### config.mk
export PLATFORM = sky130hd
export DESIGN_NAME = dev_irq_ctrl
export DESIGN_NICKNAME = d
export VERILOG_FILES = /design/src/rtl/dev_irq_pkg.sv /design/src/rtl/dev_irq_regs.sv /design/src/rtl/dev_irq_status.sv /design/src/rtl/dev_irq_route.sv /design/src/rtl/dev_irq_ctrl.sv
export SDC_FILE = /design/constraint.sdc
export NUM_CORES = 1
export LEC_CHECK = 0
export ABC_CLOCK_PERIOD_IN_PS = 1600
export CAP_MARGIN = 5
export CORE_ASPECT_RATIO = 0.6
export CORE_UTILIZATION = 43
export DETAILED_ROUTE_END_ITERATION = 16
export HOLD_SLACK_MARGIN = 0.05
export PLACE_DENSITY = 0.89
export SYNTH_ARGS = -nofsm -noshare
export SYNTH_HDL_FRONTEND = slang
export SYNTH_HIERARCHICAL = 1
export SYNTH_SLANG_ARGS = --single-unit
### constraint.sdc
create_clock -name clk_i -period 1.6 [get_ports clk_i]
set_input_delay 0.32 -clock clk_i [delete_from_list [all_inputs] [get_ports clk_i]]
set_output_delay 0.32 -clock clk_i [all_outputs]
set_load 0.01 [all_outputs]
### src/rtl/dev_irq_pkg.sv
package dev_irq_pkg;
  localparam int unsigned SRC_N      = 10;
  localparam int unsigned SRC_FRAME  = 0;
  localparam int unsigned SRC_EPFAST = 1;

  typedef enum logic [7:0] {
    OFS_STATUS = 8'h00,
    OFS_ENABLE = 8'h04,
    OFS_CLEAR  = 8'h08,
    OFS_SET    = 8'h0C,
    OFS_PRIO   = 8'h2C
  } reg_ofs_e;
endpackage

### src/rtl/dev_irq_regs.sv
module dev_irq_regs
  import dev_irq_pkg::*;
#(
  parameter int unsigned ADDR_W = 8,
  parameter int unsigned DATA_W = 32,
  parameter int unsigned NSRC   = SRC_N
) (
  input  logic              clk_i,
  input  logic              rst_ni,
  input  logic [ADDR_W-1:0] addr_i,
  input  logic              wr_en_i,
  input  logic [DATA_W-1:0] wdata_i,
  input  logic              rd_en_i,
  input  logic [NSRC-1:0]   status_i,
  output logic [NSRC-1:0]   en_o,
  output logic [NSRC-1:0]   prio_o,
  output logic [NSRC-1:0]   clr_o,
  output logic [NSRC-1:0]   set_o,
  output logic [DATA_W-1:0] rdata_o
);
  localparam logic [ADDR_W-1:0] A_STATUS = ADDR_W'(OFS_STATUS);
  localparam logic [ADDR_W-1:0] A_ENABLE = ADDR_W'(OFS_ENABLE);
  localparam logic [ADDR_W-1:0] A_CLEAR  = ADDR_W'(OFS_CLEAR);
  localparam logic [ADDR_W-1:0] A_SET    = ADDR_W'(OFS_SET);
  localparam logic [ADDR_W-1:0] A_PRIO   = ADDR_W'(OFS_PRIO);

  logic [NSRC-1:0] en_q, prio_q;
  logic [NSRC-1:0] wbits;

  assign wbits = wdata_i[NSRC-1:0];

  always_ff @(posedge clk_i or negedge rst_ni) begin
    if (!rst_ni) begin
      en_q   <= '0;
      prio_q <= '0;
    end else if (wr_en_i) begin
      if (addr_i == A_ENABLE) en_q   <= wbits;
      if (addr_i == A_PRIO)   prio_q <= wbits;
    end
  end

  assign en_o   = en_q;
  assign prio_o = prio_q;
  assign clr_o  = (wr_en_i && addr_i == A_CLEAR) ? wbits : '0;
  assign set_o  = (wr_en_i && addr_i == A_SET)   ? wbits : '0;

  always_comb begin
    rdata_o = '0;
    if (rd_en_i) begin
      unique case (addr_i)
        A_STATUS: rdata_o = DATA_W'(status_i);
        A_ENABLE: rdata_o = DATA_W'(en_q);
        A_PRIO:   rdata_o = DATA_W'(prio_q);
        default:  rdata_o = '0; // clear/set are write-only
      endcase
    end
  end


  wo_read_zero_chk: assert property (@(posedge clk_i) disable iff (!rst_ni)
    (rd_en_i && (addr_i == A_CLEAR || addr_i == A_SET)) |-> (rdata_o == '0));


  rsvd_zero_chk: assert property (@(posedge clk_i) disable iff (!rst_ni)
    rdata_o[DATA_W-1:NSRC] == '0);
endmodule

### src/rtl/dev_irq_status.sv
module dev_irq_status #(
  parameter int unsigned NSRC = 10
) (
  input  logic            clk_i,
  input  logic            rst_ni,
  input  logic [NSRC-1:0] evt_i,
  input  logic [NSRC-1:0] clr_i,
  input  logic [NSRC-1:0] set_i,
  output logic [NSRC-1:0] status_o
);
  logic [NSRC-1:0] st_q;

  // set terms applied after clear so an event is never lost
  always_ff @(posedge clk_i or negedge rst_ni) begin
    if (!rst_ni) st_q <= '0;
    else         st_q <= (st_q & ~clr_i) | set_i | evt_i;
  end

  assign status_o = st_q;


  evt_wins_chk: assert property (@(posedge clk_i) disable iff (!rst_ni)
    (|evt_i) |=> ((status_o & $past(evt_i)) == $past(evt_i)));


  clr_takes_chk: assert property (@(posedge clk_i) disable iff (!rst_ni)
    (|(clr_i & ~evt_i & ~set_i)) |=> ((status_o & $past(clr_i & ~evt_i & ~set_i)) == '0));
endmodule

### src/rtl/dev_irq_route.sv
module dev_irq_route
  import dev_irq_pkg::*;
#(
  parameter int unsigned NSRC = SRC_N
) (
  input  logic            clk_i,
  input  logic            rst_ni,
  input  logic [NSRC-1:0] status_i,
  input  logic [NSRC-1:0] en_i,
  input  logic [NSRC-1:0] prio_i,
  output logic            hi_o,
  output logic            lo_o
);
  localparam logic [NSRC-1:0] FAST_PAIR = NSRC'((1 << SRC_FRAME) | (1 << SRC_EPFAST));

  logic            conflict;
  logic [NSRC-1:0] eff_prio;
  logic [NSRC-1:0] pend;
  logic            hi_q, lo_q;

  assign conflict = prio_i[SRC_FRAME] & prio_i[SRC_EPFAST];
  assign pend     = status_i & en_i;

  for (genvar g = 0; g < NSRC; g++) begin : g_prio
    if (g == SRC_FRAME || g == SRC_EPFAST) begin : g_pair
      assign eff_prio[g] = prio_i[g] & ~conflict;
    end else begin : g_plain
      assign eff_prio[g] = prio_i[g];
    end
  end

  always_ff @(posedge clk_i or negedge rst_ni) begin
    if (!rst_ni) begin
      hi_q <= 1'b0;
      lo_q <= 1'b0;
    end else begin
      hi_q <= |(pend & eff_prio);
      lo_q <= |(pend & ~eff_prio);
    end
  end

  assign hi_o = hi_q;
  assign lo_o = lo_q;


  fast_pair_low_chk: assert property (@(posedge clk_i) disable iff (!rst_ni)
    (conflict && ((pend & prio_i & ~FAST_PAIR) == '0)) |=> !hi_o);


  irq_needs_pend_chk: assert property (@(posedge clk_i) disable iff (!rst_ni)
    (hi_o || lo_o) |-> $past(|pend));
endmodule

### src/rtl/dev_irq_ctrl.sv
module dev_irq_ctrl
  import dev_irq_pkg::*;
#(
  parameter int unsigned ADDR_W = 8,
  parameter int unsigned DATA_W = 32,
  parameter int unsigned NSRC   = SRC_N
) (
  input  logic              clk_i,
  input  logic              rst_ni,
  input  logic [NSRC-1:0]   evt_i,
  input  logic [ADDR_W-1:0] addr_i,
  input  logic              wr_en_i,
  input  logic [DATA_W-1:0] wdata_i,
  input  logic              rd_en_i,
  output logic [DATA_W-1:0] rdata_o,
  output logic              irq_hi_o,
  output logic              irq_lo_o
);
  logic [NSRC-1:0] status, en, prio, clr, set;

  dev_irq_regs #(.ADDR_W(ADDR_W), .DATA_W(DATA_W), .NSRC(NSRC)) u_regs (
    .clk_i, .rst_ni, .addr_i, .wr_en_i, .wdata_i, .rd_en_i,
    .status_i(status), .en_o(en), .prio_o(prio),
    .clr_o(clr), .set_o(set), .rdata_o
  );

  dev_irq_status #(.NSRC(NSRC)) u_status (
    .clk_i, .rst_ni, .evt_i, .clr_i(clr), .set_i(set), .status_o(status)
  );

  dev_irq_route #(.NSRC(NSRC)) u_route (
    .clk_i, .rst_ni, .status_i(status), .en_i(en), .prio_i(prio),
    .hi_o(irq_hi_o), .lo_o(irq_lo_o)
  );
endmodule

# Word-level counts from Yosys, hierarchy flattened
# Cells that the tools add are included.
# Widths: inputs -> output; s select.
dict set report totals {
  ff_bits 32
  in_bits 54
}
dict set report op_classes {
  eq_ne 4
  n_mux 4
  n_bitwise 12
  n_reduce_logical 7
}
# op count
set ops {}
lappend ops {{$and 10x10->10} 4}
lappend ops {{$mux 32} 1}
lappend ops {{$pmux 10 s3} 1}
lappend ops {{$mux 10} 2}
lappend ops {{$not 10->10} 2}
lappend ops {{$or 10x10->10} 2}
lappend ops {{$reduce_or 10->1} 2}
lappend ops {{$eq 8x4->1 const B} 2}
lappend ops {{$eq 8x3->1 const B} 1}
lappend ops {{$eq 8x6->1 const B} 1}
lappend ops {{$logic_not 8->1} 1}
lappend ops {{$reduce_and 2->1} 2}
lappend ops {{$and 1x1->1} 3}
lappend ops {{$logic_and 1x1->1} 2}
lappend ops {{$not 1->1} 1}

# Depth between registers and ports, before layout
# Gate-level depths: netlist of run 1.
dict set report depth {
  depth_word 7
  ltp_mapped 5
  ltp_nobuf 5
}

# Cells and area by module
# Netlist of run 1, hierarchy kept.
# module instances cells_per_inst area_per_inst_um2 seq_area_each_um2
set by_module_without_submodules {}
lappend by_module_without_submodules {dev_irq_regs 1 146 1490.2 500.5}
lappend by_module_without_submodules {dev_irq_status 1 40 375.4 250.2}
lappend by_module_without_submodules {dev_irq_route 1 32 232.7 50.0}

# Worst setup path before layout of run 1
# Ideal clock, no wire load.
dict set report synth_path {
  path_kind {input to register}
  startpoint {input addr_i[1]}
  endpoint {register u_regs.prio_q[0] (netlist: u_regs/prio_o[0])}
  setup_ns 0.125
  arrival_time_ns 1.643
  required_ns 1.475
  path_slack_ns -0.168
  path_stages 3
  cell_sequence {or4b_4 nor3_4 mux2_2}
}
dict set report synth_between {
  elab_chain_cells 2
}
# item line
set synth_lines {}
lappend synth_lines {{start, declared} dev_irq_ctrl.sv:11} ;# input logic [ADDR_W-1:0] addr_i,
lappend synth_lines {{$eq 8x6->1} dev_irq_regs.sv:38} ;# if (addr_i == A_PRIO) prio_q <= wbits;
lappend synth_lines {{$reduce_and 2->1 (no line)} --}
lappend synth_lines {{end signal, assigned} dev_irq_regs.sv:38}
lappend synth_lines {{end, declared} dev_irq_regs.sv:27} ;# logic [NSRC-1:0] en_q, prio_q;
# No other way between the ends.
# A chain may end at the register's enable or synchronous reset.

# Worst setup path in the final report of run 1
dict set report layout_path {
  startpoint {input addr_i[4]}
  endpoint {output rdata_o[2]}
}
dict set report layout_between {
  elab_chain_cells 3
  elab_cells_between_ends 5
  classes_between {eq/ne (2); mux (2); reduce/logical (1)}
}
# item line
set layout_lines {}
lappend layout_lines {{$eq 8x6->1 (tied with other cells)} dev_irq_regs.sv:50} ;# unique case (addr_i)
lappend layout_lines {{$pmux 10 s3 *} dev_irq_regs.sv:50}
lappend layout_lines {{$mux 32 *} dev_irq_regs.sv:49} ;# if (rd_en_i) begin
lappend layout_lines {{end, declared} dev_irq_ctrl.sv:15} ;# output logic [DATA_W-1:0] rdata_o,
# Every way passes the cells marked *; elsewhere a longest branch is shown, timed or not.

==> results of run 1 <==
-- cell usage after synthesis --
cell       instances
a2111o_1           1
a211oi_1          10
a31oi_1            2
a32oi_1            1
and2_1            21
and2b_2            1
and3_1             3
and4_1             1
buf_2              1
buf_4             22
clkbuf_1           3
clkinv_1           1
conb_1             1
dfrtp_1           32
inv_1             10
mux2_2            30
nand2_1            9
nand2b_1           1
nand3_1           25
nand3b_1           3
nand4_1            2
nor2_1            12
nor2b_2            1
nor3_1             2
nor3_4             1
nor4_1             1
nor4_4             2
nor4b_2            1
nor4bb_1           1
o2111ai_1          1
o211ai_1           1
o21ai_0            1
o21ai_1           10
o22ai_1            2
or2_2              1
or4b_4             1
-- what timing repair did --
item / CTS / global route
pin swaps: 12 / 9
hold buffers: 0 / 0
cloned: 4 / 0
buffers inserted: 10 / 1
gates resized for setup: 107 / 12
setup endpoints to repair: 40 / 14
-- metrics by stage --
stage,worst slack (ns),hold WS (ns),instance area (um2),cells,util
2_1_floorplan,-0.119,0.0244,2240,239,-
4_1_cts,-0.265,0.410,3220,388,0.695
6_report,-0.327,0.399,3290,389,0.710
3_5_place_dp,-1.01,0.550,2940,366,0.635
5_1_grt,-0.330,0.413,3290,389,0.710
3_3_place_gp,-0.982,0.538,2940,366,0.635
-- cells by family after synthesis --
group / after synthesis / synth area share
other: 1 / 0.00179
muxes: 30 / 0.161
AOI/OAI and AO/OA: 29 / 0.0912
and+or+nand+nor: 89 / 0.258
buffers and inverters: 37 / 0.106
DFF: 32 / 0.382
-- routing by layer --
layer | vias up | GRT usage | part of all wire | wire length (um)
met3 | 22 | 0.101 | 0.098 | 734
li1 | 954 | - | - | -
met5 | - | 0 | 0 | 0
met2 | 147 | 0.455 | 0.46 | 3470
met1 | 1022 | 0.402 | 0.42 | 3120
met4 | 0 | 0.112 | 0.020 | 149
-- state kept, by name, indices dropped and copies added (netlist names) --
signal	cells
u_route/lo_o	1
u_status/status_o	10
u_regs/en_o	10
u_regs/prio_o	10
u_route/hi_o	1
-- worst max-delay path, cell delays in order --
cell and delay [ns]:
buf_8 0.11, nor4bb_4 0.35, buf_4 0.21, buf_12 0.12, nand3_4 0.08, a211oi_2 0.23, buf_2 0.17
-- area by class of cell --
class	instances	area, um2	share of cell area
multi-input cells	170	1330	0.405
clock inverters	1	30.0	0.00912
repair buffers	105	913	0.277
inverters	11	41.3	0.0125
well taps	63	78.8	0.0239
clock buffers	7	96.3	0.0293
flip-flops and latches	32	801	0.243
-- how the worst min path moves through the flow --
| stage | start | endpoint | cells past startpoint |
|---|---|---|---|
| floorplan | rst_ni | u_regs/en_o[0] | 0 |
| global placement | u_regs/prio_o[1] | u_regs/prio_o[1] | 1 |
| detailed placement | u_regs/prio_o[1] | u_regs/prio_o[1] | 1 |
| CTS | rst_ni | u_status/status_o[8] | 2 |
| global route | rst_ni | u_status/status_o[7] | 2 |
| finish | rst_ni | u_status/status_o[7] | 2 |
-- power by group --
part	internal (mW)	switching (mW)	total, mW
Clock	0.550	0.325	0.875
Combinational	0.218	0.201	0.419
Sequential	0.842	0.0211	0.863
Total	1.61	0.547	2.16
==> flow_metrics.env, run 1 <==
export IMPL_status="finished, violations left"
export IMPL_violations="negative setup slack"
export IMPL_cts_buffer_depth=2
export IMPL_p_leak_nw=1.53
export IMPL_clock_sinks=32
export IMPL_drt_total_wl_um=7470
export IMPL_grt_pass1_vias=2232
export IMPL_core_area_um2=4640
export IMPL_peakVddDrop_mv=0.397
export IMPL_cp_required_ns=1.28
export IMPL_layout_commonest_cell="buf_4"
export IMPL_die_h_um=56.1
export IMPL_initialDrtViolationCount=249
export IMPL_r2r_cells=4
export IMPL_power_total_mw=2.16
export IMPL_max_freq_mhz=519
export IMPL_root_buffer="clkbuf_8"
export IMPL_fin_crit_sh=1.20
export IMPL_netlist_area_um2=2100
export IMPL_synth_top_area_cell="dfrtp_1"
export IMPL_path_max_fanout=3
export IMPL_final_cell_mix="50 x buf_4, 32 x dfrtp_1, 30 x mux2_2"
export IMPL_ys_seq_elements=32
export IMPL_criticalPathCategory="input pin to primary output"
export IMPL_nets=379
export IMPL_rsz0062_at_grt="true"
export IMPL_crit_path_end_kind="primary output"
export IMPL_port_buffers=43
export IMPL_setup_viol=10
export IMPL_cp_start_kind="input pin"
export IMPL_synthCells=218
export IMPL_r2r_end="u_route/lo_o"
export IMPL_dp_hpwl_um=4500
export IMPL_start_util=0.453
export IMPL_crit_end="rdata_o[2]"
export IMPL_final_antenna_net_count=0
export IMPL_path_clk_slew_ns=0.08
export IMPL_grt_max_degree=33
export IMPL_cts_tree="built"
export IMPL_drt_first_pass_iters=4
export IMPL_r2r_slack_ns=0.33
export IMPL_setup_tns_ns=-2.74
export IMPL_min_period_ns=1.93
export IMPL_area_growth_pct=56.9
export IMPL_cts_buffers_inserted=5
export IMPL_hold_viol_final=0
export IMPL_drc=0
export IMPL_synth_cell_types=36
export IMPL_grt_pass1_wl_um=11600
export IMPL_fin_worst_skew_ns=0.0115
export IMPL_cap_viol_max_count=0
export IMPL_critical_path_startpoint="addr_i[4]"
export IMPL_htreeDepth=2
export IMPL_power_density_nw_per_um2=655
export IMPL_postSynthAreaPerCell_um2=9.63
export IMPL_grt_ovfl_total=0
export IMPL_synthDominantCellAreaShare=0.382
export IMPL_worst_slack_ns=-0.327
export IMPL_drive_gt1_frac=0.460
export IMPL_track_usage=0.301
export IMPL_hold_path_class="input pin to async pin"
export IMPL_seq_area_frac_synth=0.382
export IMPL_timing_rr_start="u_regs/prio_o[0]"
export IMPL_die_w_um=92.2
export IMPL_num_antenna_cells=0
export IMPL_vias=2145
export IMPL_via_per_inst=5.51
export IMPL_nFillCells=327
export IMPL_drv_slew=0
export IMPL_wl_per_cell_um=19.2
export IMPL_clock_latency_ns=0.29
export IMPL_dieArea_um2=5170
export IMPL_ioPinCount=88
export IMPL_globalplace_congestion=0.853
export IMPL_arrival_ns=1.61
export IMPL_ys_warnings_count=6
export IMPL_antenna_found_initial=0
export IMPL_fp_row_count=19
export IMPL_synthTopCellsByArea="dfrtp_1 38%, mux2_2 16%, buf_4 7.9%"
Note: power is estimated with default switching activity, not from simulation.
==> run 2: changes to the inputs <==
--- a/config.mk
+++ b/config.mk
@@ -5,10 +5,11 @@
 export SDC_FILE = /design/constraint.sdc
 export NUM_CORES = 1
 export LEC_CHECK = 0
+export ABC_AREA = 1
 export ABC_CLOCK_PERIOD_IN_PS = 1600
 export CAP_MARGIN = 5
 export CORE_ASPECT_RATIO = 0.6
-export CORE_UTILIZATION = 43
+export CORE_UTILIZATION = 44
 export DETAILED_ROUTE_END_ITERATION = 16
 export HOLD_SLACK_MARGIN = 0.05
 export PLACE_DENSITY = 0.89
==> run 2 against run 1 <==
  * The run still ends with negative setup slack left
  * Die area grew 2.2%
  * Cell area shrank 3.5%
  * Critical endpoint is now rdata_o[6]
  * Critical path type unchanged
  * Critical path depth grew 4
  * Worst setup slack gained 0.27 ns
  * Worst hold slack gained 0.025 ns
  * Highest routed layer unchanged
  * Clock skew shrank 0.0038 ns
  * Area after synthesis grew 4.7%
  * Wire length shrank 2.2%
==> flow_metrics.env, run 2 <==
export IMPL_port_buffers=43
export IMPL_synthTopCellsByArea="dfrtp_1 36%, nand2_1 16%, nand3_1 10%"
export IMPL_max_freq_mhz=602
export IMPL_root_buffer="clkbuf_8"
export IMPL_crit_slowest_cell="nor2_4"
export IMPL_ioPinCount=88
export IMPL_crit_path_end_kind="primary output"
export IMPL_worst_hold_slack_ns=0.424
export IMPL_start_util=0.469
export IMPL_arrival_ns=1.34
export IMPL_drt_total_wl_um=7310
export IMPL_seq_area_frac_synth=0.365
export IMPL_rsz0062_at_grt="true"
export IMPL_htreeDepth=2
export IMPL_clock_latency_ns=0.29
export IMPL_fin_area_um2=3180
export IMPL_yosys_top_cells_count="96 x nand2_1, 50 x nor2_1, 45 x inv_1"
export IMPL_worst_slack_ns=-0.0614
export IMPL_cts_tree="built"
export IMPL_ys_warnings_count=6
export IMPL_p_leak_nw=1.72
export IMPL_fin_crit_sh=1.04
export IMPL_cp_start_kind="input pin"
export IMPL_grt_ovfl_total=0
export IMPL_antenna_found_initial=0
export IMPL_die_h_um=56.7
export IMPL_min_period_ns=1.66
export IMPL_async_flop_share=1.00
export IMPL_drive_gt1_frac=0.291
export IMPL_synth_top_area_cell="dfrtp_1"
export IMPL_criticalPathCategory="input pin to primary output"
export IMPL_placed_cells=449
export IMPL_power_total_mw=1.99
export IMPL_instances_no_fill=468
export IMPL_drt_first_pass_iters=6
export IMPL_layout_commonest_cell="nand2_1"
export IMPL_globalplace_congestion=0.830
export IMPL_fin_worst_skew_ns=0.00767
export IMPL_power_density_nw_per_um2=625
export IMPL_hold_path_class="input pin to async pin"
export IMPL_cts_buffers_inserted=5
export IMPL_timing_rr_start="u_regs/prio_o[0]"
export IMPL_setup_tns_ns=-0.412
export IMPL_netlist_area_um2=2200
export IMPL_hold_viol_final=0
export IMPL_max_stage_delay_ns=0.18
export IMPL_peakVddDrop_mv=0.372
export IMPL_fp_row_count=19
export IMPL_path_clk_slew_ns=0.07
export IMPL_dpl_cell_area_um2=2740
export IMPL_utilization=0.679
export IMPL_violations="negative setup slack"
export IMPL_synth_cell_types=21
export IMPL_yosys_most_used_dff="dfrtp_1"
export IMPL_setup_viol=10
export IMPL_die_w_um=93.2
export IMPL_track_usage=0.264
export IMPL_nFillCells=390
export IMPL_path_max_fanout=5
export IMPL_via_per_inst=5.27
export IMPL_synthCells=335
export IMPL_drc=0
export IMPL_synthDominantCellAreaShare=0.365
export IMPL_clock_sinks=32
export IMPL_cp_required_ns=1.28
export IMPL_dp_slack_ns=-0.866
export IMPL_final_cell_mix="80 x nand2_1, 46 x nor2_1, 36 x inv_1"
export IMPL_vias=2468
export IMPL_cap_viol_max_count=0
export IMPL_path_cells="buf_6, inv_4, nand2_4, nor2_4, buf_12, buf_8, nand3_2, nand3_2, nand2_2, inv_1, buf_2"
export IMPL_status="finished, violations left"
export IMPL_ys_seq_elements=32
export IMPL_area_growth_pct=44.7
export IMPL_synth_most_common_cell="nand2_1"
export IMPL_drv_slew=0
export IMPL_final_antenna_net_count=0
export IMPL_synth_edf_count=0
export IMPL_dieArea_um2=5290
export IMPL_postSynthAreaPerCell_um2=6.55
export IMPL_grt_pass1_vias=2201
export IMPL_grt_pass1_wl_um=10500
export IMPL_initialDrtViolationCount=318
export IMPL_critical_path_startpoint="addr_i[6]"
export IMPL_worst_path_most_repeated_cell="nand3_2"
export IMPL_nets=458
export IMPL_grt_max_degree=33
export IMPL_wl_per_cell_um=15.6
export IMPL_cts_buffer_depth=2
export IMPL_num_antenna_cells=0
export IMPL_dp_hpwl_um=4210
export IMPL_core_area_um2=4680
## run 2: cell types whose count changed after synthesis, sizes merged, moves of 10 or more
cell | before | now
a211oi | 10 | 0
mux2 | 30 | 0
nand3 | 25 | 46
nand2 | 9 | 99
inv | 10 | 48
nor2 | 12 | 55
and2 | 21 | 0
## run 2: final timing paths
check	endpoint	slack, ns	depth (start not counted)
worst max-delay path	rdata_o[6]	-0.06	11
worst max register to register	u_route/lo_o	0.53	7
worst min register to register	u_status/status_o[0]	0.54	2
worst min-delay path	u_status/status_o[9]	0.42	2
max in group asynchronous	u_regs/prio_o[0]	0.87	2
min in group clk_i	u_status/status_o[0]	0.54	2
## run 2: logic make-up after synthesis
kind of cell | after synthesis | synth area share
other cells | 1 | 0.00171
buf+inv | 79 | 0.187
flops | 32 | 0.365
compound gates | 20 | 0.0473
simple gates | 203 | 0.399
## run 2: final cells by class
class / count / area, um2 / area share
timing repair buffer: 72 / 716 / 0.225
tap: 63 / 78.8 / 0.0248
inverter: 48 / 195 / 0.0614
clock buffer: 6 / 72.6 / 0.0228
sequential: 32 / 801 / 0.252
multi-input combinational: 245 / 1280 / 0.403
clock inverter: 2 / 35.0 / 0.0110
## run 2: critical path: cells and delay by family
kind	cells	cell delay (ns)
and+or+nand+nor	5	0.45
buffers and inverters	6	0.58
## run 2: report_power, final
group | internal (mW) | switching (mW)
registers | 0.842 | 0.0310
clock network | 0.462 | 0.301
logic | 0.162 | 0.189
## run 2: layer usage
layer,share of wire,global-route usage,vias up,routed length [um]
met5,0,0,-,0
met4,0.037,0.127,0,269
met3,0.11,0.0650,34,814
met2,0.46,0.411,181,3380
met1,0.39,0.345,1130,2840
li1,-,-,1123,-
## run 2: repair_timing
| item | 4_1_cts | 5_1_grt |
|---|---|---|
| hold buffers | 0 | 0 |
| gates resized for setup | 122 | 45 |
| buffers inserted | 5 | 6 |
| cloned | 2 | 0 |
| endpoints found under the setup margin | 20 | 10 |
| pin swaps | 24 | 19 |
